## config.mk

```make
export PLATFORM = sky130hd
export DESIGN_NAME = callret_seq
export DESIGN_NICKNAME = d
export VERILOG_FILES = /design/src/rtl/callret_pkg.sv /design/src/rtl/callret_target.sv /design/src/rtl/callret_slot_order.sv /design/src/rtl/callret_seq.sv
export SDC_FILE = /design/constraint.sdc
export NUM_CORES = 1
export LEC_CHECK = 0
export ABC_AREA = 1
export BUFFER_PORTS_ARGS = -buffer_cell sky130_fd_sc_hd__buf_2
export CAP_MARGIN = 10
export CORE_MARGIN = 2
export CORE_UTILIZATION = 31
export CTS_BUF_LIST = sky130_fd_sc_hd__clkbuf_4
export CTS_CLUSTER_SIZE = 8
export DETAILED_ROUTE_END_ITERATION = 6
export GPL_ROUTABILITY_DRIVEN = 0
export GPL_TIMING_DRIVEN = 0
export PLACE_DENSITY = 0.56
export SYNTH_ARGS = -nofsm -noshare
export SYNTH_HDL_FRONTEND = slang
export SYNTH_SLANG_ARGS = --single-unit
```

## constraint.sdc

```tcl
create_clock -name clk -period 4.18 [get_ports clk]
set_clock_uncertainty 0.15 [all_clocks]
set_input_delay 0.836 -clock clk [delete_from_list [all_inputs] [get_ports clk]]
set_output_delay 0.836 -clock clk [all_outputs]
set_load 0.05 [all_outputs]
```

## src/rtl/callret_pkg.sv

```systemverilog
package callret_pkg;

    localparam int unsigned FIXED_SLOTS = 7;

    typedef enum logic [3:0] {
        OP_NOP      = 4'd0,
        OP_CALL_IND = 4'd1,
        OP_CALL_D16 = 4'd2,
        OP_CALL_D32 = 4'd3,
        OP_RET      = 4'd4,
        OP_RETI     = 4'd5,
        OP_TRAP     = 4'd6,
        OP_RETF     = 4'd7,
        OP_RETR     = 4'd8
    } op_e;

    typedef enum logic [2:0] {
        S_IDLE,
        S_PUSH,
        S_LDPSW,
        S_LDPC,
        S_RESTORE,
        S_FINISH
    } state_e;

endpackage

```

## src/rtl/callret_target.sv

```systemverilog
module callret_target
    import callret_pkg::*;
#(
    parameter int unsigned     XLEN        = 32,
    parameter logic [XLEN-1:0] TRAP_VECTOR = 32'h4000_0010
) (
    input  op_e             op_i,
    input  logic [XLEN-1:0] pc_i,
    input  logic [XLEN-1:0] disp_i,
    input  logic [XLEN-1:0] areg_i,
    output logic [XLEN-1:0] ret_addr_o,
    output logic [XLEN-1:0] target_o
);

    logic [XLEN-1:0] disp_short;

    assign disp_short = {{(XLEN-16){disp_i[15]}}, disp_i[15:0]};

    always_comb begin
        unique case (op_i)
            OP_CALL_IND: begin
                ret_addr_o = pc_i + XLEN'(2);
                target_o   = areg_i;
            end
            OP_CALL_D16: begin
                ret_addr_o = pc_i + XLEN'(4);
                target_o   = pc_i + disp_short;
            end
            OP_CALL_D32: begin
                ret_addr_o = pc_i + XLEN'(6);
                target_o   = pc_i + disp_i;
            end
            OP_TRAP: begin
                ret_addr_o = pc_i + XLEN'(2);
                target_o   = TRAP_VECTOR;
            end
            default: begin
                ret_addr_o = pc_i + XLEN'(1);
                target_o   = pc_i + XLEN'(1);
            end
        endcase
    end

endmodule

```

## src/rtl/callret_slot_order.sv

```systemverilog
module callret_slot_order #(
    parameter int unsigned NUM_GPR = 4,
    parameter int unsigned SLOT_W  = 4
) (
    input  logic [NUM_GPR-1:0] mask_i,
    input  logic [SLOT_W-1:0]  cur_i,
    output logic [SLOT_W-1:0]  first_o,
    output logic [SLOT_W-1:0]  next_o
);

    // Lowest selected general register, else the first fixed slot.
    always_comb begin
        first_o = SLOT_W'(NUM_GPR);
        for (int i = NUM_GPR - 1; i >= 0; i--) begin
            if (mask_i[i]) first_o = SLOT_W'(i);
        end
    end

    // Next selected general register above cur, else step through fixed slots.
    always_comb begin
        next_o = cur_i + SLOT_W'(1);
        if (cur_i < SLOT_W'(NUM_GPR)) begin
            next_o = SLOT_W'(NUM_GPR);
            for (int i = NUM_GPR - 1; i >= 0; i--) begin
                if (mask_i[i] && (SLOT_W'(i) > cur_i)) next_o = SLOT_W'(i);
            end
        end
    end

endmodule

```

## src/rtl/callret_seq.sv

```systemverilog
module callret_seq
    import callret_pkg::*;
#(
    parameter int unsigned     XLEN        = 32,
    parameter int unsigned     NUM_GPR     = 4,
    parameter logic [XLEN-1:0] TRAP_VECTOR = 32'h4000_0010,
    localparam int unsigned    LAST_SLOT   = NUM_GPR + FIXED_SLOTS - 1,
    localparam int unsigned    SLOT_W      = $clog2(LAST_SLOT + 1)
) (
    input  logic               clk,
    input  logic               rst_n,
    input  logic               start,
    input  logic [3:0]         op,
    input  logic [NUM_GPR-1:0] reg_mask,
    input  logic [7:0]         imm8,
    input  logic [XLEN-1:0]    disp,
    input  logic [XLEN-1:0]    areg,
    input  logic [XLEN-1:0]    pc_in,
    input  logic [XLEN-1:0]    sp_in,
    input  logic [XLEN-1:0]    mdr_in,
    output logic               mem_req,
    output logic               mem_we,
    output logic               mem_half,
    output logic [XLEN-1:0]    mem_addr,
    output logic [XLEN-1:0]    mem_wdata,
    input  logic               mem_ack,
    input  logic [XLEN-1:0]    mem_rdata,
    output logic               pc_we,
    output logic [XLEN-1:0]    pc_out,
    output logic               sp_we,
    output logic [XLEN-1:0]    sp_out,
    output logic               mdr_we,
    output logic [XLEN-1:0]    mdr_out,
    output logic               psw_we,
    output logic [15:0]        psw_out,
    output logic               rst_we,
    output logic [SLOT_W-1:0]  rst_idx,
    output logic [XLEN-1:0]    rst_data,
    output logic               busy,
    output logic               done
);

    localparam int unsigned BYTES = XLEN / 8;

    state_e             state_q, state_d;
    op_e                op_in, op_q;
    logic [NUM_GPR-1:0] mask_q, mask_sel;
    logic [XLEN-1:0]    addr_q, wdata_q, pc_q, sp_q, mdr_q;
    logic [15:0]        psw_q;
    logic [SLOT_W-1:0]  slot_q, slot_first, slot_next;
    logic [XLEN-1:0]    ret_addr, target, sp_plus;
    logic               is_call;

    assign op_in    = op_e'(op);
    assign sp_plus  = sp_in + {{(XLEN-8){1'b0}}, imm8};
    assign mask_sel = (state_q == S_IDLE) ? reg_mask : mask_q;
    assign is_call  = (op_q == OP_CALL_IND) || (op_q == OP_CALL_D16) || (op_q == OP_CALL_D32);

    callret_target #(
        .XLEN        (XLEN),
        .TRAP_VECTOR (TRAP_VECTOR)
    ) u_target (
        .op_i       (op_in),
        .pc_i       (pc_in),
        .disp_i     (disp),
        .areg_i     (areg),
        .ret_addr_o (ret_addr),
        .target_o   (target)
    );

    callret_slot_order #(
        .NUM_GPR (NUM_GPR),
        .SLOT_W  (SLOT_W)
    ) u_slot (
        .mask_i  (mask_sel),
        .cur_i   (slot_q),
        .first_o (slot_first),
        .next_o  (slot_next)
    );

    // State register
    always_ff @(posedge clk) begin
        if (!rst_n) state_q <= S_IDLE;
        else        state_q <= state_d;
    end

    // Transitions
    always_comb begin
        state_d = state_q;
        unique case (state_q)
            S_IDLE: begin
                if (start) begin
                    unique case (op_in)
                        OP_CALL_IND, OP_CALL_D16, OP_CALL_D32, OP_TRAP: state_d = S_PUSH;
                        OP_RET:  state_d = S_LDPC;
                        OP_RETI: state_d = S_LDPSW;
                        OP_RETR: state_d = S_RESTORE;
                        default: state_d = S_FINISH;
                    endcase
                end
            end
            S_PUSH:    if (mem_ack) state_d = S_FINISH;
            S_LDPSW:   if (mem_ack) state_d = S_LDPC;
            S_LDPC:    if (mem_ack) state_d = S_FINISH;
            S_RESTORE: if (mem_ack && (slot_q == SLOT_W'(LAST_SLOT))) state_d = S_FINISH;
            S_FINISH:  state_d = S_IDLE;
            default:   state_d = S_IDLE;
        endcase
    end

    // Operand and result registers
    always_ff @(posedge clk) begin
        if (!rst_n) begin
            op_q    <= OP_NOP;
            mask_q  <= '0;
            addr_q  <= '0;
            wdata_q <= '0;
            pc_q    <= '0;
            sp_q    <= '0;
            mdr_q   <= '0;
            psw_q   <= '0;
            slot_q  <= '0;
        end else begin
            unique case (state_q)
                S_IDLE: begin
                    if (start) begin
                        op_q    <= op_in;
                        mask_q  <= reg_mask;
                        slot_q  <= slot_first;
                        mdr_q   <= ret_addr;
                        wdata_q <= ret_addr;
                        pc_q    <= target;
                        sp_q    <= sp_in;
                        addr_q  <= sp_in;
                        psw_q   <= '0;
                        unique case (op_in)
                            OP_CALL_IND, OP_CALL_D16, OP_CALL_D32: begin
                                addr_q <= sp_in - XLEN'(BYTES);
                                sp_q   <= sp_in - XLEN'(BYTES);
                            end
                            OP_RETI: sp_q <= sp_in + XLEN'(2 * BYTES);
                            OP_RETF: begin
                                sp_q <= sp_plus;
                                pc_q <= mdr_in;
                            end
                            OP_RETR: begin
                                sp_q   <= sp_plus;
                                pc_q   <= mdr_in;
                                addr_q <= sp_plus - XLEN'(BYTES);
                            end
                            default: ;
                        endcase
                    end
                end
                S_LDPSW: begin
                    if (mem_ack) begin
                        psw_q  <= mem_rdata[15:0];
                        addr_q <= addr_q + XLEN'(BYTES);
                    end
                end
                S_LDPC: if (mem_ack) pc_q <= mem_rdata;
                S_RESTORE: begin
                    if (mem_ack) begin
                        slot_q <= slot_next;
                        addr_q <= addr_q - XLEN'(BYTES);
                    end
                end
                default: ;
            endcase
        end
    end

    // Outputs
    assign busy = (state_q != S_IDLE);

    always_comb begin
        mem_req   = 1'b0;
        mem_we    = 1'b0;
        mem_half  = 1'b0;
        mem_addr  = addr_q;
        mem_wdata = wdata_q;
        pc_we     = 1'b0;
        sp_we     = 1'b0;
        mdr_we    = 1'b0;
        psw_we    = 1'b0;
        pc_out    = pc_q;
        sp_out    = sp_q;
        mdr_out   = mdr_q;
        psw_out   = psw_q;
        rst_we    = 1'b0;
        rst_idx   = slot_q;
        rst_data  = mem_rdata;
        done      = 1'b0;
        unique case (state_q)
            S_IDLE: ;
            S_PUSH: begin
                mem_req = 1'b1;
                mem_we  = 1'b1;
            end
            S_LDPSW: begin
                mem_req  = 1'b1;
                mem_half = 1'b1;
            end
            S_LDPC: mem_req = 1'b1;
            S_RESTORE: begin
                mem_req = 1'b1;
                rst_we  = mem_ack;
            end
            S_FINISH: begin
                done   = 1'b1;
                pc_we  = 1'b1;
                sp_we  = is_call || (op_q == OP_RETI) || (op_q == OP_RETF) || (op_q == OP_RETR);
                mdr_we = is_call;
                psw_we = (op_q == OP_RETI);
            end
            default: ;
        endcase
    end

    // Checks
    a_r11_done_in_busy: assert property (@(posedge clk) disable iff (!rst_n)
        done |-> busy);

    a_r11_done_single: assert property (@(posedge clk) disable iff (!rst_n)
        done |=> !done);

    a_r11_we_only_at_done: assert property (@(posedge clk) disable iff (!rst_n)
        (pc_we || sp_we || mdr_we || psw_we) |-> done);

    a_r12_hold_request: assert property (@(posedge clk) disable iff (!rst_n)
        (mem_req && !mem_ack) |=> (mem_req && $stable(mem_addr) && $stable(mem_we) && $stable(mem_half)));

    a_r12_word_aligned: assert property (@(posedge clk) disable iff (!rst_n)
        (mem_req && !mem_half) |-> (mem_addr[1:0] == 2'b00));

    a_r9_slot_ascends: assert property (@(posedge clk) disable iff (!rst_n)
        rst_we |=> (done || (rst_idx > $past(rst_idx))));

    a_r13_no_mem_idle: assert property (@(posedge clk) disable iff (!rst_n)
        !busy |-> !mem_req);

endmodule

```

==> impl_metrics.yaml <==
status:
  status: "finished, violations left"
  violated_checks: "design-rule violations"
critical_path:
  worst_setup_path_end_kind: "flop"
  ff2ff_path_depth: 16
  required_ps: 4720
  cp_data_arrival_time_ps: 4400
  crit_path_end: "mem_addr[27]"
  crit_type: "reg -> reg"
  setup.reg_to_reg.worst_slack_ps: 320
  worst-path-max-fanout: 13
  crit_path_launch_type: "flop"
  cp_cell_sequence: "nor2_1 -> inv_1 -> nor2_4 -> buf_12 -> ha_1 -> nand2_1 -> nor2_1 -> nand4_1 -> o21ai_0 -> a21boi_0 -> o21ai_0 -> nand2_1 -> a21o_1 -> nand3_1 -> nand2_1 -> a21oi_2"
  cell_at_the_slowest_stage_of_the_critical_path: "sky130_fd_sc_hd__o21ai_0"
  critical_path.max_stage_delay_ps: 470
  critical-path-top-cell-by-count: "sky130_fd_sc_hd__nand2_1"
  launch_point_of_the_worst_reg_to_reg_path: "state_q[0]"
  crit_start: "state_q[0]"
  regToRegEndpoint: "mem_addr[27]"
synth:
  synthesis.yosys.warnings: 0
  synth.cell_area_sq_mm: 0.01801
  post_synth.cell_area_avg_sq_um: 5.821
  synthDominantCellAreaShare: 0.1767
  synth_largest_area_cell: "sky130_fd_sc_hd__dfxtp_1"
  post-synth-top-count-cell: "sky130_fd_sc_hd__nand2_1"
  synth-edff-count: 0
  ys_top_cells_by_area: "sky130_fd_sc_hd__dfxtp_1, sky130_fd_sc_hd__nand2_1, sky130_fd_sc_hd__o21ai_0, sky130_fd_sc_hd__a21oi_1, sky130_fd_sc_hd__nand3_1"
  yosys_register_bits: 159
  synth-async-reset-ratio: 0
  post_synth_inst_count: 3094
  seq_area_frac_synth: 0.1767
  postSynthNetCount: 3388
  netlist-cell-type-count: 62
  ys.flop_type: "sky130_fd_sc_hd__dfxtp_1"
  netlist_top_cells_count: "sky130_fd_sc_hd__nand2_1, sky130_fd_sc_hd__inv_1, sky130_fd_sc_hd__nor2_1"
clocking:
  h_tree_lvls: 4
  clock_latency_ps: 740
  clock-sinks: 159
  numCtsBuffers: 17
  root_buffer: "sky130_fd_sc_hd__clkbuf_4"
  tritoncts: "done"
  hold_buffers: 0
  worst_setup_hold_path_clk_slew_ps: 160
  cts.path.max_buffers: 2
min_path:
  hold_path.class: "in -> reg"
power_and_ir_drop:
  powerDensity_mw_per_mm2: 595.1
  power.leakage_nw: 10.17
  max-vdd-ir-drop_v: 0.0004622
die:
  start_util: 0.3127
  die_width_um: 245.0
  core.rowCount: 88
  full_die_area_sq_mm: 0.06004
  core_area_sq_mm: 0.05759
  floorplan.die.height_um: 245.0
  io_pins: 434
global_route:
  grt_first_pass_wirelength_mm: 137.9
  global_route.overflow_total: 0
  grt.total_usage: 0.3092
  grt_start_max_net_pins: 18
  antenna_found_initial: 17
  first_global_vias: 21330
timing:
  rsz_0062_raised_after_global_routing: "no"
  max_freq_mhz: 259.2
  hold_violations: 0
  timing.slew.headroom: 0.2203
  tightestPinTransition_ps: 1163
  maxSlewViolCount: 0
  timing.setup.tns_ps: 0
  post-route-period-util: 0.9228
  min_period_ps: 3858
  setup_viol_count_final: 0
drt:
  detail_route.wirelength_mm: 96.10
  drc_errors: 1
  route.detailed.vias_per_inst: 5.512
  detail_route.first_pass.iterations: 7
  antenna_left: 0
  post_drt_wl_per_cell_um: 22.19
  detailroute.via_count: 23870
  drtIter0Drc: 2578
layout:
  layout.core_utilization: 0.3723
  net_count_of_the_finished_layout: 3831
  layout-drive-gt1-share: 0.1910
  layout-area-overhead-vs-synth_pct: 19.04
run:
  cap_violations: 0
placed_design:
  hpwl_mm: 78.70
  port_buffer_count: 418
## metrics by stage
step | hold WS, ps | instance area, sq um | total power [mW] | setup slack (ps) | instances
2_1_floorplan | 294.7 | 18010 | 8.852 | 489.0 | 3094
3_3_place_gp | 290.8 | 21060 | 11.52 | -850.6 | 4277
3_5_place_dp | 290.4 | 21060 | 11.52 | -354.0 | 4277
4_1_cts | 65.95 | 21340 | 12.59 | 62.53 | 4310
5_1_grt | 118.5 | 21420 | 13.47 | 11.05 | 4324
6_report | 152.8 | 21440 | 12.76 | 322.5 | 4330
## power by group
part / internal, mW / total (mW) / switching, mW
Combinational: 2.31 / 9.00 / 6.69
Clock: 0.311 / 1.04 / 0.728
Sequential: 2.12 / 2.72 / 0.599
## worst min path at each step
stage	depth (start not counted)	slack [ps]	start	to
after global routing	3	120	reg_mask[2]	mask_q[2]
after global placement	2	290	sp_out[27]	sp_out[27]
final	3	150	reg_mask[2]	mask_q[2]
after detailed placement	2	290	sp_out[31]	sp_out[31]
after CTS	3	70	reg_mask[2]	mask_q[2]
after floorplan	2	290	mask_q[1]	mask_q[1]
## sequential cells by signal, summed over array words and instances, names as in the netlist
register and cells:
mem_addr 32, sp_out 32, state_q 3, psw_out 16, mdr_out 32, rst_idx 4, pc_out 32, mask_q 4
op_q 4
## area by class of cell
type / count / area (sq um)
tap: 765 / 957.2
antenna: 15 / 37.54
sequential: 159 / 3183
buffer: 179 / 957.2
fill: 6572 / 36150
clock inverter: 14 / 136.4
timing repair buffer: 423 / 2142
multi-input combinational: 2403 / 12560
inverter: 354 / 1329
clock buffer: 18 / 135.1
## critical path, delay by kind of cell, from the launching register on
kind / cells / cell delay [ps]
AOI/OAI and AO/OA: 5 / 1500
and+or+nand+nor: 8 / 1150
buffers and inverters: 2 / 400
DFF: 1 / 390
adders and majority gates: 1 / 220
## routing by layer
metal	global-route usage	wire (um)
met3	0.07009	9977
met2	0.4718	40910
met4	0.1349	4015
met1	0.4146	41150
met5	0	56
## what timing repair did
item | CTS | global route
buffers inserted | 0 | 5
gates cloned | 1 | 0
hold endpoints to repair | 0 | 0
setup endpoints to repair | 6 | 9
pin swaps | 1 | 1
gates resized for setup | 0 | 4
## kinds of logic (layout without fill, tap and decap cells)
group | after synthesis | count (layout) | share of synthesized area
and+or+nand+nor | 1509 | 1510 | 0.3735
other | 0 | 15 | 0
xor gates and xnor gates | 34 | 34 | 0.01653
adders and majority gates | 82 | 82 | 0.05864
DFF | 159 | 159 | 0.1767
AOI/OAI and AO/OA | 777 | 777 | 0.2477
buffers and inverters | 533 | 988 | 0.1269
## cells in the final DEF (no fill, tap or decap), drive strengths merged, types with 8 or more instances in the layout
| master | instances |
|---|---|
| a31oi | 33 |
| nand2 | 728 |
| o22ai | 9 |
| o21a | 9 |
| a21oi | 265 |
| nor3 | 56 |
| nand4 | 62 |
| o221ai | 16 |
| o2111ai | 11 |
| xor2 | 26 |
| or2 | 26 |
| diode | 15 |
| a21o | 12 |
| buf | 515 |
| a32o | 11 |
| a41oi | 16 |
| ha | 78 |
| o21ai | 311 |
| inv | 353 |
| o211ai | 46 |
| nand3 | 257 |
| xnor2 | 8 |
| nor2 | 358 |
| clkbuf | 105 |
| clkinv | 10 |
| dfxtp | 159 |
| nor4 | 9 |
Power figures use the tool's default switching activity.
